### config.mk
export PLATFORM = sky130hd
export DESIGN_NAME = i2c_reg_bank
export DESIGN_NICKNAME = d
export VERILOG_FILES = /design/src/rtl/i2c_bank_pkg.sv /design/src/rtl/i2c_bank_ctrl.sv /design/src/rtl/i2c_bank_regs.sv /design/src/rtl/i2c_reg_bank.sv
export SDC_FILE = /design/constraint.sdc
export NUM_CORES = 1
export LEC_CHECK = 0
export ABC_AREA = 1
export BUFFER_PORTS_ARGS = -buffer_cell sky130_fd_sc_hd__buf_2
export CAP_MARGIN = 0
export CELL_PAD_IN_SITES_DETAIL_PLACEMENT = 1
export CELL_PAD_IN_SITES_GLOBAL_PLACEMENT = 1
export CORE_AREA = 3 3 174 176
export CTS_BUF_LIST = sky130_fd_sc_hd__clkbuf_2 sky130_fd_sc_hd__clkbuf_4 sky130_fd_sc_hd__clkbuf_8
export CTS_CLUSTER_SIZE = 40
export DETAILED_ROUTE_END_ITERATION = 10
export DIE_AREA = 0 0 177 179
export PLACE_DENSITY_LB_ADDON = 0.1
export SETUP_SLACK_MARGIN = 0.05
export SLEW_MARGIN = 5
export SYNTH_ARGS = -nofsm -noshare
export SYNTH_HDL_FRONTEND = slang
export SYNTH_SLANG_ARGS = --single-unit
### constraint.sdc
create_clock -name clk -period 2.9 [get_ports clk]
set_input_delay 0.145 -clock clk [delete_from_list [all_inputs] [get_ports clk]]
set_output_delay 0.145 -clock clk [all_outputs]
set_load 0.05 [all_outputs]
### src/rtl/i2c_bank_pkg.sv
package i2c_bank_pkg;

  typedef enum logic [2:0] {
    ST_IDLE,   // waiting for a start
    ST_RX,     // shifting in a byte from the host
    ST_ACK,    // holding SDA low through the ninth pulse
    ST_TX,     // shifting out a read byte
    ST_MACK    // sampling the host acknowledge after a read byte
  } busState_t;

  typedef enum logic [1:0] {
    PH_ADDR,
    PH_SUB,
    PH_DATA
  } phase_t;

  // one-cycle requests from the protocol engine to the register datapath
  typedef struct packed {
    logic loadSub;    // accept received byte as the pointer
    logic writeData;  // store received byte at the pointer, then advance
    logic loadRead;   // a read byte is taken from the pointer, then advance
    logic busEvent;   // start or stop seen: any burst in progress ends
  } bankStrobe_t;

endpackage

### src/rtl/i2c_bank_ctrl.sv
module i2c_bank_ctrl
  import i2c_bank_pkg::*;
#(
  parameter logic [6:0] DEV_ADDR = 7'h2A
) (
  input  logic        clk,
  input  logic        rstN,
  input  logic        sclIn,
  input  logic        sdaIn,
  input  logic        subValid,
  input  logic        ptrInRange,
  input  logic [7:0]  txByte,
  output logic [7:0]  rxByte,
  output bankStrobe_t strb,
  output logic        sdaDriveLow
);

  localparam int SYNC_LEN = 2;
  localparam logic [3:0] BYTE_BITS = 4'd8;
  localparam logic [3:0] LAST_TX_BIT = 4'd7;

  logic [SYNC_LEN-1:0] sclSyncQ, sdaSyncQ;
  logic sclPrevQ, sdaPrevQ;
  logic sclNow, sdaNow;
  logic sclRise, sclFall, startDet, stopDet;

  busState_t stateQ, stateD;
  phase_t    phaseQ, phaseD;
  logic [3:0] bitCntQ, bitCntD;
  logic [7:0] rxQ, rxD, txQ, txD;
  logic readQ, readD, mAckQ, mAckD;

  // line synchronizers and edge history
  always_ff @(posedge clk or negedge rstN) begin
    if (!rstN) begin
      sclSyncQ <= '1;
      sdaSyncQ <= '1;
      sclPrevQ <= 1'b1;
      sdaPrevQ <= 1'b1;
    end else begin
      sclSyncQ <= {sclSyncQ[SYNC_LEN-2:0], sclIn};
      sdaSyncQ <= {sdaSyncQ[SYNC_LEN-2:0], sdaIn};
      sclPrevQ <= sclSyncQ[SYNC_LEN-1];
      sdaPrevQ <= sdaSyncQ[SYNC_LEN-1];
    end
  end

  assign sclNow   = sclSyncQ[SYNC_LEN-1];
  assign sdaNow   = sdaSyncQ[SYNC_LEN-1];
  assign sclRise  = sclNow & ~sclPrevQ;
  assign sclFall  = ~sclNow & sclPrevQ;
  assign startDet = sclNow & sclPrevQ & sdaPrevQ & ~sdaNow;
  assign stopDet  = sclNow & sclPrevQ & ~sdaPrevQ & sdaNow;

  always_comb begin
    stateD  = stateQ;
    phaseD  = phaseQ;
    bitCntD = bitCntQ;
    rxD     = rxQ;
    txD     = txQ;
    readD   = readQ;
    mAckD   = mAckQ;
    strb    = '0;
    if (stopDet) begin
      stateD        = ST_IDLE;
      strb.busEvent = 1'b1;
    end else if (startDet) begin
      stateD        = ST_RX;
      phaseD        = PH_ADDR;
      bitCntD       = '0;
      strb.busEvent = 1'b1;
    end else begin
      unique case (stateQ)
        ST_IDLE: ;
        ST_RX: begin
          if (sclRise && bitCntQ != BYTE_BITS) begin
            rxD     = {rxQ[6:0], sdaNow};
            bitCntD = bitCntQ + 4'd1;
          end else if (sclFall && bitCntQ == BYTE_BITS) begin
            unique case (phaseQ)
              PH_ADDR: begin
                if (rxQ[7:1] == DEV_ADDR) begin
                  stateD = ST_ACK;
                  readD  = rxQ[0];
                end else begin
                  stateD = ST_IDLE;
                end
              end
              PH_SUB: begin
                if (subValid) begin
                  strb.loadSub = 1'b1;
                  stateD       = ST_ACK;
                end else begin
                  stateD = ST_IDLE;
                end
              end
              default: begin
                if (ptrInRange) begin
                  strb.writeData = 1'b1;
                  stateD         = ST_ACK;
                end else begin
                  stateD = ST_IDLE;
                end
              end
            endcase
          end
        end
        ST_ACK: begin
          if (sclFall) begin
            bitCntD = '0;
            if (phaseQ == PH_ADDR && readQ) begin
              strb.loadRead = 1'b1;
              txD           = txByte;
              stateD        = ST_TX;
            end else begin
              stateD = ST_RX;
              phaseD = (phaseQ == PH_ADDR) ? PH_SUB : PH_DATA;
            end
          end
        end
        ST_TX: begin
          if (sclFall) begin
            if (bitCntQ == LAST_TX_BIT) begin
              stateD = ST_MACK;
            end else begin
              txD     = {txQ[6:0], 1'b0};
              bitCntD = bitCntQ + 4'd1;
            end
          end
        end
        default: begin
          if (sclRise) begin
            mAckD = ~sdaNow;
          end else if (sclFall) begin
            if (mAckQ) begin
              strb.loadRead = 1'b1;
              txD           = txByte;
              bitCntD       = '0;
              stateD        = ST_TX;
            end else begin
              stateD = ST_IDLE;
            end
          end
        end
      endcase
    end
  end

  always_ff @(posedge clk or negedge rstN) begin
    if (!rstN) begin
      stateQ  <= ST_IDLE;
      phaseQ  <= PH_ADDR;
      bitCntQ <= '0;
      rxQ     <= '0;
      txQ     <= '1;
      readQ   <= 1'b0;
      mAckQ   <= 1'b0;
    end else begin
      stateQ  <= stateD;
      phaseQ  <= phaseD;
      bitCntQ <= bitCntD;
      rxQ     <= rxD;
      txQ     <= txD;
      readQ   <= readD;
      mAckQ   <= mAckD;
    end
  end

  assign rxByte      = rxQ;
  assign sdaDriveLow = (stateQ == ST_ACK) | ((stateQ == ST_TX) & ~txQ[7]);

endmodule

### src/rtl/i2c_bank_regs.sv
module i2c_bank_regs
  import i2c_bank_pkg::*;
#(
  parameter int NUM_REGS  = 26,
  parameter int FREQ_BASE = 4
) (
  input  logic        clk,
  input  logic        rstN,
  input  bankStrobe_t strb,
  input  logic [7:0]  rxByte,
  output logic        subValid,
  output logic        ptrInRange,
  output logic [7:0]  txByte,
  output logic [31:0] freqWord
);

  localparam logic [7:0] TOP_SUB  = 8'(NUM_REGS - 1);
  localparam logic [7:0] FREQ_LO  = 8'(FREQ_BASE);
  localparam int         FREQ_LEN = 4;

  logic [7:0]  regQ [NUM_REGS];
  logic [7:0]  ptrQ;
  logic [2:0]  seqQ, seqD;
  logic [31:0] freqQ;
  logic [7:0]  rdIdx, freqOff;
  logic        inGroup, commit;
  logic [NUM_REGS-1:0] selVec;

  assign subValid   = rxByte <= TOP_SUB;
  assign ptrInRange = ptrQ <= TOP_SUB;
  assign rdIdx      = ptrInRange ? ptrQ : TOP_SUB;

  for (genvar g = 0; g < NUM_REGS; g++) begin : gSel
    assign selVec[g] = (rdIdx == 8'(g));
  end

  always_comb begin
    txByte = '0;
    for (int i = 0; i < NUM_REGS; i++) begin
      if (selVec[i]) txByte |= regQ[i];
    end
  end

  // ordered-burst tracking for the frequency group
  assign freqOff = ptrQ - FREQ_LO;
  assign inGroup = (ptrQ >= FREQ_LO) && (freqOff < 8'(FREQ_LEN));

  always_comb begin
    seqD   = '0;
    commit = 1'b0;
    if (inGroup) begin
      if (freqOff == 8'd0) begin
        seqD = 3'd1;
      end else if (seqQ == freqOff[2:0]) begin
        if (freqOff == 8'(FREQ_LEN - 1)) commit = 1'b1;
        else                             seqD   = seqQ + 3'd1;
      end
    end
  end

  always_ff @(posedge clk or negedge rstN) begin
    if (!rstN) begin
      ptrQ  <= '0;
      seqQ  <= '0;
      freqQ <= '0;
      for (int i = 0; i < NUM_REGS; i++) regQ[i] <= '0;
    end else begin
      if (strb.busEvent) seqQ <= '0;
      if (strb.loadSub) begin
        ptrQ <= rxByte;
        seqQ <= '0;
      end
      if (strb.writeData) begin
        for (int i = 0; i < NUM_REGS; i++) begin
          if (ptrQ == 8'(i)) regQ[i] <= rxByte;
        end
        ptrQ <= ptrQ + 8'd1;
        seqQ <= seqD;
        if (commit) begin
          freqQ <= {rxByte, regQ[FREQ_BASE+2], regQ[FREQ_BASE+1], regQ[FREQ_BASE]};
        end
      end
      if (strb.loadRead && ptrInRange) ptrQ <= ptrQ + 8'd1;
    end
  end

  assign freqWord = freqQ;

endmodule

### src/rtl/i2c_reg_bank.sv
module i2c_reg_bank
  import i2c_bank_pkg::*;
#(
  parameter logic [6:0] DEV_ADDR  = 7'h2A,
  parameter int         NUM_REGS  = 26,
  parameter int         FREQ_BASE = 4
) (
  input  logic        clk,
  input  logic        rstN,
  input  logic        sclIn,
  input  logic        sdaIn,
  output logic        sdaDriveLow,
  output logic [31:0] freqWord
);

  bankStrobe_t strb;
  logic [7:0]  rxByte, txByte;
  logic        subValid, ptrInRange;

  i2c_bank_ctrl #(.DEV_ADDR(DEV_ADDR)) uCtrl (
    .clk        (clk),
    .rstN       (rstN),
    .sclIn      (sclIn),
    .sdaIn      (sdaIn),
    .subValid   (subValid),
    .ptrInRange (ptrInRange),
    .txByte     (txByte),
    .rxByte     (rxByte),
    .strb       (strb),
    .sdaDriveLow(sdaDriveLow)
  );

  i2c_bank_regs #(.NUM_REGS(NUM_REGS), .FREQ_BASE(FREQ_BASE)) uRegs (
    .clk       (clk),
    .rstN      (rstN),
    .strb      (strb),
    .rxByte    (rxByte),
    .subValid  (subValid),
    .ptrInRange(ptrInRange),
    .txByte    (txByte),
    .freqWord  (freqWord)
  );

endmodule

== Word-level counts from Yosys, hierarchy flattened ==
Cells that the tools add are included.
W data, S select, Z words.

* Flip-flop bits (word level): 284
* Output and inout port bits: 33
* Word-level logic and storage cells: 321

* $add $sub $neg: 4
* Magnitude comparators: 4
* Equal/unequal tests: 77
* Multiplexer cells: 96
* Bitwise operators: 44
* Reductions and logical operators: 56

{| class="wikitable"
|+ Operators with widths
! kind !! count
|-
| $mux W8 || 37
|-
| $or A8 B8 Y8 || 25
|-
| $eq A8 B5 Y1 const B || 20
|-
| $eq A8 B4 Y1 const B || 16
|-
| $eq A8 B3 Y1 const B || 8
|-
| $mux W3 || 18
|-
| $reduce_and A2 Y1 || 27
|-
| $eq A8 B2 Y1 const B || 5
|-
| $mux W4 || 8
|-
| $mux W2 || 13
|-
| $logic_not A8 Y1 || 3
|-
| $pmux W8 S3 || 1
|-
| $eq A8 B1 Y1 const B || 2
|-
| $le A8 B5 Y1 const B || 2
|-
| $ne A4 B1 Y1 const B || 4
|-
| $pmux W4 S4 || 1
|-
| $reduce_and A8 Y1 || 2
|-
| $mux W1 || 15
|-
| $ne A3 B1 Y1 const B || 4
|-
| $pmux W3 S4 || 1
|-
| $reduce_and A4 Y1 || 3
|-
| $reduce_bool A3 Y1 || 4
|-
| $not A1 Y1 || 10
|-
| $reduce_and A9 Y1 || 1
|-
| other kinds (35) || 51
|}

== Depth between registers and ports, before layout ==
* Word-level depth: 58
* Mapped depth: 19
* Mapped depth without buffers: 16

== Modules after synthesis ==
A second synthesis with hierarchy kept.

* Cells, all modules: 1,593
* Area, all modules: 13,335.3 um^2

{| class="wikitable"
|+ By module, submodules not included
! module !! times used !! cells an instance !! area each (um^2) !! sequential area each (um^2)
|-
| i2c_bank_regs || 1 || 1,368 || 11,557.3 || 6,281.0
|-
| i2c_bank_ctrl || 1 || 225 || 1,778.0 || 843.3
|}

== Worst setup path before layout ==
Ideal clock, no wire load.

* Path type: reg-to-reg
* Start point: register uRegs.ptrQ[1]
* End point: register uRegs.freqQ[20] (netlist: uRegs.freqWord[20])
* Data arrival time: 2,397 ps
* Required time: 2,775 ps
* Setup slack: 378 ps
* Cell stages (with the launch flop): 14
* Path buffers: 3
* Period minus slack after synthesis: 2,522 ps
* Cells stage by stage: dfrtp_1 clkbuf_1 inv_1 ha_1 a21oi_1 nand2_1 nand2_1 nor2_1 nand3_1 inv_1 buf_4 nand2_1 buf_2 mux2_2

* Longest elaborated chain between the ends: 9
* Elaborated cells between the ends (all ways): 20
* Classes of those cells: add/sub: 1; order compare: 3; eq/ne: 2; mux: 11; reduce/logical: 3

{| class="wikitable"
|+ Ends and longest elaborated chain
! element !! RTL line !! source
|-
| start, declared || i2c_bank_regs.sv:22 || <nowiki>logic [7:0] ptrQ;</nowiki>
|-
| start signal, assigned || i2c_bank_regs.sv:70 || <nowiki>ptrQ <= rxByte;</nowiki>
|-
| start signal, assigned || i2c_bank_regs.sv:77 || <nowiki>ptrQ <= ptrQ + 8'd1;</nowiki>
|-
| start signal, assigned || i2c_bank_regs.sv:83 || <nowiki>if (strb.loadRead && ptrInRange) ptrQ <= ptrQ + 8'd1;</nowiki>
|-
| $le A8 B5 Y1 || i2c_bank_regs.sv:30 || <nowiki>assign ptrInRange = ptrQ <= TOP_SUB;</nowiki>
|-
| $mux W1 || i2c_bank_ctrl.sv:98 || <nowiki>if (ptrInRange) begin</nowiki>
|-
| $mux W1 || i2c_bank_ctrl.sv:80 || <nowiki>unique case (phaseQ)</nowiki>
|-
| $mux W2 || i2c_bank_ctrl.sv:79 || <nowiki>end else if (sclFall && bitCntQ == BYTE_BITS) begin</nowiki>
|-
| $mux W2 || i2c_bank_ctrl.sv:76 || <nowiki>if (sclRise && bitCntQ != BYTE_BITS) begin</nowiki>
|-
| $mux W2 || i2c_bank_ctrl.sv:73 || <nowiki>unique case (stateQ)</nowiki>
|-
| $mux W3 || i2c_bank_ctrl.sv:67 || <nowiki>end else if (startDet) begin</nowiki>
|-
| $mux W3 || i2c_bank_ctrl.sv:64 || <nowiki>if (stopDet) begin</nowiki>
|-
| $reduce_and A2 Y1 (no line) * || n/a ||
|-
| end signal, assigned || i2c_bank_regs.sv:80 || <nowiki>freqQ <= {rxByte, regQ[FREQ_BASE+2], regQ[FREQ_BASE+1], regQ[FREQ_BASE]};</nowiki>
|-
| end, declared || i2c_bank_regs.sv:24 || <nowiki>logic [31:0] freqQ;</nowiki>
|}

Every way passes the cells marked *; elsewhere a longest branch is shown, timed or not.
A chain may end at the register's enable or synchronous reset.

== Worst setup path in the final report ==
* Start point: register uRegs.ptrQ[1]
* End point: register uCtrl.txQ[3]

* Longest elaborated chain between the ends: 58
* Elaborated cells between the ends (all ways): 85
* Classes of those cells: order compare: 1; eq/ne: 25; mux: 33; bitwise: 25; reduce/logical: 1

{| class="wikitable"
|+ Ends and longest elaborated chain
! element !! RTL line !! source
|-
| $le A8 B5 Y1 || i2c_bank_regs.sv:30 ||
|-
| $mux W8 * || i2c_bank_regs.sv:31 || <nowiki>assign rdIdx = ptrInRange ? ptrQ : TOP_SUB;</nowiki>
|-
| $logic_not A8 Y1 || i2c_bank_regs.sv:34 || <nowiki>assign selVec[g] = (rdIdx == 8'(g));</nowiki>
|-
| $mux W8 || i2c_bank_regs.sv:40 || <nowiki>if (selVec[i]) txByte |= regQ[i];</nowiki>
|-
| $or A8 B8 Y8 || i2c_bank_regs.sv:40 ||
|-
| $mux W8 || i2c_bank_regs.sv:40 ||
|-
| $or A8 B8 Y8 || i2c_bank_regs.sv:40 ||
|-
| $mux W8 || i2c_bank_regs.sv:40 ||
|-
| [... 42 more ...] || n/a ||
|-
| $or A8 B8 Y8 || i2c_bank_regs.sv:40 ||
|-
| $mux W8 || i2c_bank_regs.sv:40 ||
|-
| $or A8 B8 Y8 || i2c_bank_regs.sv:40 ||
|-
| $mux W8 * || i2c_bank_regs.sv:40 ||
|-
| $mux W8 || i2c_bank_ctrl.sv:135 || <nowiki>if (mAckQ) begin</nowiki>
|-
| $mux W8 || i2c_bank_ctrl.sv:134 || <nowiki>end else if (sclFall) begin</nowiki>
|-
| $mux W8 || i2c_bank_ctrl.sv:132 || <nowiki>if (sclRise) begin</nowiki>
|-
| $pmux W8 S3 * || i2c_bank_ctrl.sv:73 ||
|-
| end signal, assigned || i2c_bank_ctrl.sv:163 || <nowiki>txQ <= txD;</nowiki>
|-
| end, declared || i2c_bank_ctrl.sv:30 || <nowiki>logic [7:0] rxQ, rxD, txQ, txD;</nowiki>
|}

Every way passes the cells marked *; elsewhere a longest branch is shown, timed or not. The select of a mux whose other input is x is not followed.

==> summary.txt <==
Drt
  – Via Count: 11,500
  – Detailed Routing Iterations Pass 1: 5
  – Drt wl/cell: 21.4 um
  – Antenna-violating nets left: 0
  – Final wirelength: 44,000 um
  – Number of DRC markers in iteration 0: 746
  – Residual DRC: 0
  – Vias per cell: 5.58

GRT
  – Grt met1 use: 38.0%
  – Vias in the first global route: 12,000
  – First-pass GRT wire length: 69,400 um
  – Grt peak-use layer: met2
  – Grt ovf: 0
  – Met2 GRT Util: 47.5%
  – GR Util All Layers: 28.4%
  – Pin count of the biggest net entering global routing: 86
  – Initial antenna violation count: 3
  – GR Util met3: 4.40%

Run
  – Number of max-cap violations: 0

Timing
  – Fmax: 383 MHz
  – Crit share post-route: 90.1%
  – Total Neg Setup Slack: 0 ns
  – Unrepaired setup endpoints after global routing: true
  – Final Hold Viols: 0
  – Final setup viols: 0
  – Slew @ Worst Pin: 0.962 ns
  – Setup Skew: 0.0165 ns
  – Pins Over Slew Limit: 0
  – Fin crit period: 2.61 ns
  – Slew margin rel.: 35.6%

Placed design
  – RD Place Congestion: 0.869
  – Placed Area: 0.0139 sq mm
  – Placed cells: 1,965
  – DP HPWL: 28,800 um
  – Port buffer count: 36

Clock tree
  – Num Clock Sinks: 284
  – Clk pin slew, worst setup/hold paths: 0.07 ns
  – Skew-Pair Late Insertion Delay: 0.58 ns
  – Num CTS Buffers: 49
  – CTS tree: yes
  – Clock Tree Buf Depth: 3
  – H-tree depth: 2
  – Clock Tree Root: clkbuf_8

Power and ir drop
  – Peak VDD IR: 0.000320 V
  – Total power draw: 9.05 mW
  – Pwr dens: 602 mW/mm^2
  – Static Leak: 7.40 nW

Cells and area
  – Final cell count without fillers: 2,059
  – Final Net Count: 1,647
  – Layout cell share with drive strength beyond 1: 14.5%
  – Most frequent cells in the layout: nand2_1, dfrtp_1, o21ai_0, nand3_1, nor2_1
  – Area delta synth->final: 15.8%
  – Final instance area: 0.0150 sq mm
  – Commonest non-fill, non-tap cell in the layout: nand2_1

Floorplanning
  – Die outline height: 179 um
  – Placeable Area: 0.0288 sq mm
  – Initial core utilization: 45.1%
  – Chip Width: 177 um
  – Top Ports: 37
  – Rows: 62
  – Die ar.: 0.0317 sq mm

Logic synthesis
  – Synth area leader: dfrtp_1
  – Post-Synthesis Cells: 1,556
  – Ys Warns: 0
  – Yosys reg bits: 284
  – Mapped Nets: 1,567
  – Cell variety after synth: 31
  – Area share of the leading cell type in the synthesized netlist: 52.1%
  – Area contributors post-synth: dfrtp_1, nand2_1, o21ai_0
  – Post-synthesis sequential area ratio: 54.9%
  – Synthesized area: 0.0130 sq mm
  – Avg Synthesized Cell Area: 8.34 sq um

Run status
  – Status: finished, final reports clean

Worst setup path
  – CP Capture Type: register
  – Startpoint type of the worst setup path: register
  – CP bufs+invs: 4
  – Req. time, crit path: 3.41 ns
  – Crit path max fanout: 16
  – Arrival time worst endpoint: 3.12 ns
  – Slowest cell delay on critical path: 0.38 ns
  – Slowest cell on crit path: dfrtp_1
  – Cell family with the largest share of critical-path delay: simple AND/OR/NAND/NOR gates
  – CP dominant cell by count: nand2_1
  – Critical path class: reg -> reg
  – CP Cell Sequence: inv_1, ha_1, buf_4, inv_1, nor2_1, nand2_1, nand2_1, o21ai_1, buf_4, nand3_1, nand2_1, nor2_1, nand2_1, nor2_1, nand2_1, nand2_1, nand2_1

Worst hold path
  – Worst hold path class: in -> async
## timing repair
action,4_1_cts,5_1_grt
hold buffers,3,0
buffers inserted,0,1
endpoints found under the setup margin,0,145
hold endpoints to repair,82,0
gates resized for setup,0,6
## cells by family (layout without fill, tap and decap cells)
| logic type | count (synthesis) | count (layout) | synth area share, % |
|---|---|---|---|
| buf+inv | 148 | 266 | 4.64 |
| xor+xnor | 7 | 7 | 0.472 |
| other cells | 0 | 1 | 0 |
| flops | 284 | 284 | 54.9 |
| simple gates | 819 | 819 | 26.4 |
| compound gates | 259 | 259 | 10.2 |
| mux | 32 | 32 | 2.70 |
| fa+ha+maj | 7 | 7 | 0.675 |
## metrics by stage
| step | worst slack (ns) | utilization [%] | hold WS, ns |
|---|---|---|---|
| 2_1_floorplan | 0.378 | - | -0.151 |
| 3_3_place_gp | 0.324 | 48.2 | 0.208 |
| 3_5_place_dp | 0.214 | 48.2 | 0.210 |
| 4_1_cts | 0.152 | 52.1 | 0.178 |
| 5_1_grt | 0.0265 | 52.2 | 0.210 |
| 6_report | 0.288 | 52.2 | 0.197 |
## sequential cells by signal (all words and copies together) (netlist names)
name            count
uCtrl.sclPrevQ      1
uRegs.regQ        208
uRegs.seqQ          3
uCtrl.txQ           8
uCtrl.stateQ        3
uCtrl.phaseQ        2
uRegs.freqWord     32
uCtrl.rxByte        8
uCtrl.sclSyncQ      2
uRegs.ptrQ          8
uCtrl.bitCntQ       4
uCtrl.sdaPrevQ      1
uCtrl.sdaSyncQ      2
uCtrl.mAckQ         1
uCtrl.readQ         1
## layer usage
layer,wire length (um),up-vias,part of all wire [%]
met5,7,-,0.016
met4,1350,2,3.1
met3,2220,85,5.0
met2,21300,288,48
met1,19100,5778,43
li1,-,5326,-
## worst paths after layout
check	from	endpoint	slack [ns]	cells past startpoint
max in group asynchronous	rstN	uCtrl.sdaSyncQ[0]$_DFF_PN1_	1.81	3
worst min-delay path	rstN	uRegs.regQ[74]$_DFFE_PN0P_	0.20	2
min in group clk	sclIn	uCtrl.sclSyncQ[0]$_DFF_PN1_	0.21	2
worst min register to register	uCtrl.sclSyncQ[1]$_DFF_PN1_	uCtrl.sclPrevQ$_DFF_PN1_	0.38	0
worst max register to register	uRegs.ptrQ[1]$_DFFE_PN0P_	uCtrl.txQ[3]$_DFFE_PN1P_	0.29	17
worst max-delay path	uRegs.ptrQ[1]$_DFFE_PN0P_	uCtrl.txQ[3]$_DFFE_PN1P_	0.29	17
## cells in the mapped netlist
master / n
xnor2_1: 3
o31ai_1: 2
o21ai_1: 2
dfrtp_1: 270
buf_4: 4
ha_1: 7
o22ai_1: 1
clkinv_1: 1
nor4_1: 2
mux2i_1: 8
and2_0: 1
nor3_4: 1
buf_2: 25
nor2_1: 138
nand2_1: 455
a21oi_1: 10
mux2_2: 24
nor2_2: 2
o21ai_0: 236
dfstp_2: 14
inv_2: 1
nand3_1: 166
buf_1: 2
and3_1: 5
clkbuf_1: 48
nand4_1: 40
a31oi_1: 1
inv_1: 67
o211ai_1: 7
xor2_1: 4
nor3_1: 9
## report_power, final
group / total [mW] / internal (mW) / switching, mW
clock network: 3.99 / 2.29 / 1.70
logic: 0.993 / 0.216 / 0.777
registers: 4.07 / 4.02 / 0.0485
total: 9.05 / 6.52 / 2.53
## cell type report
cell class	count	area (sq um)
antenna	1	2.50
inverter	69	263
tap	384	480
clock buffer	85	1060
multi-input combinational	1124	5260
fill	3443	13800
timing repair buffer	108	801
clock inverter	4	30.0
sequential	284	7120
(Power assumes the default switching activity.)
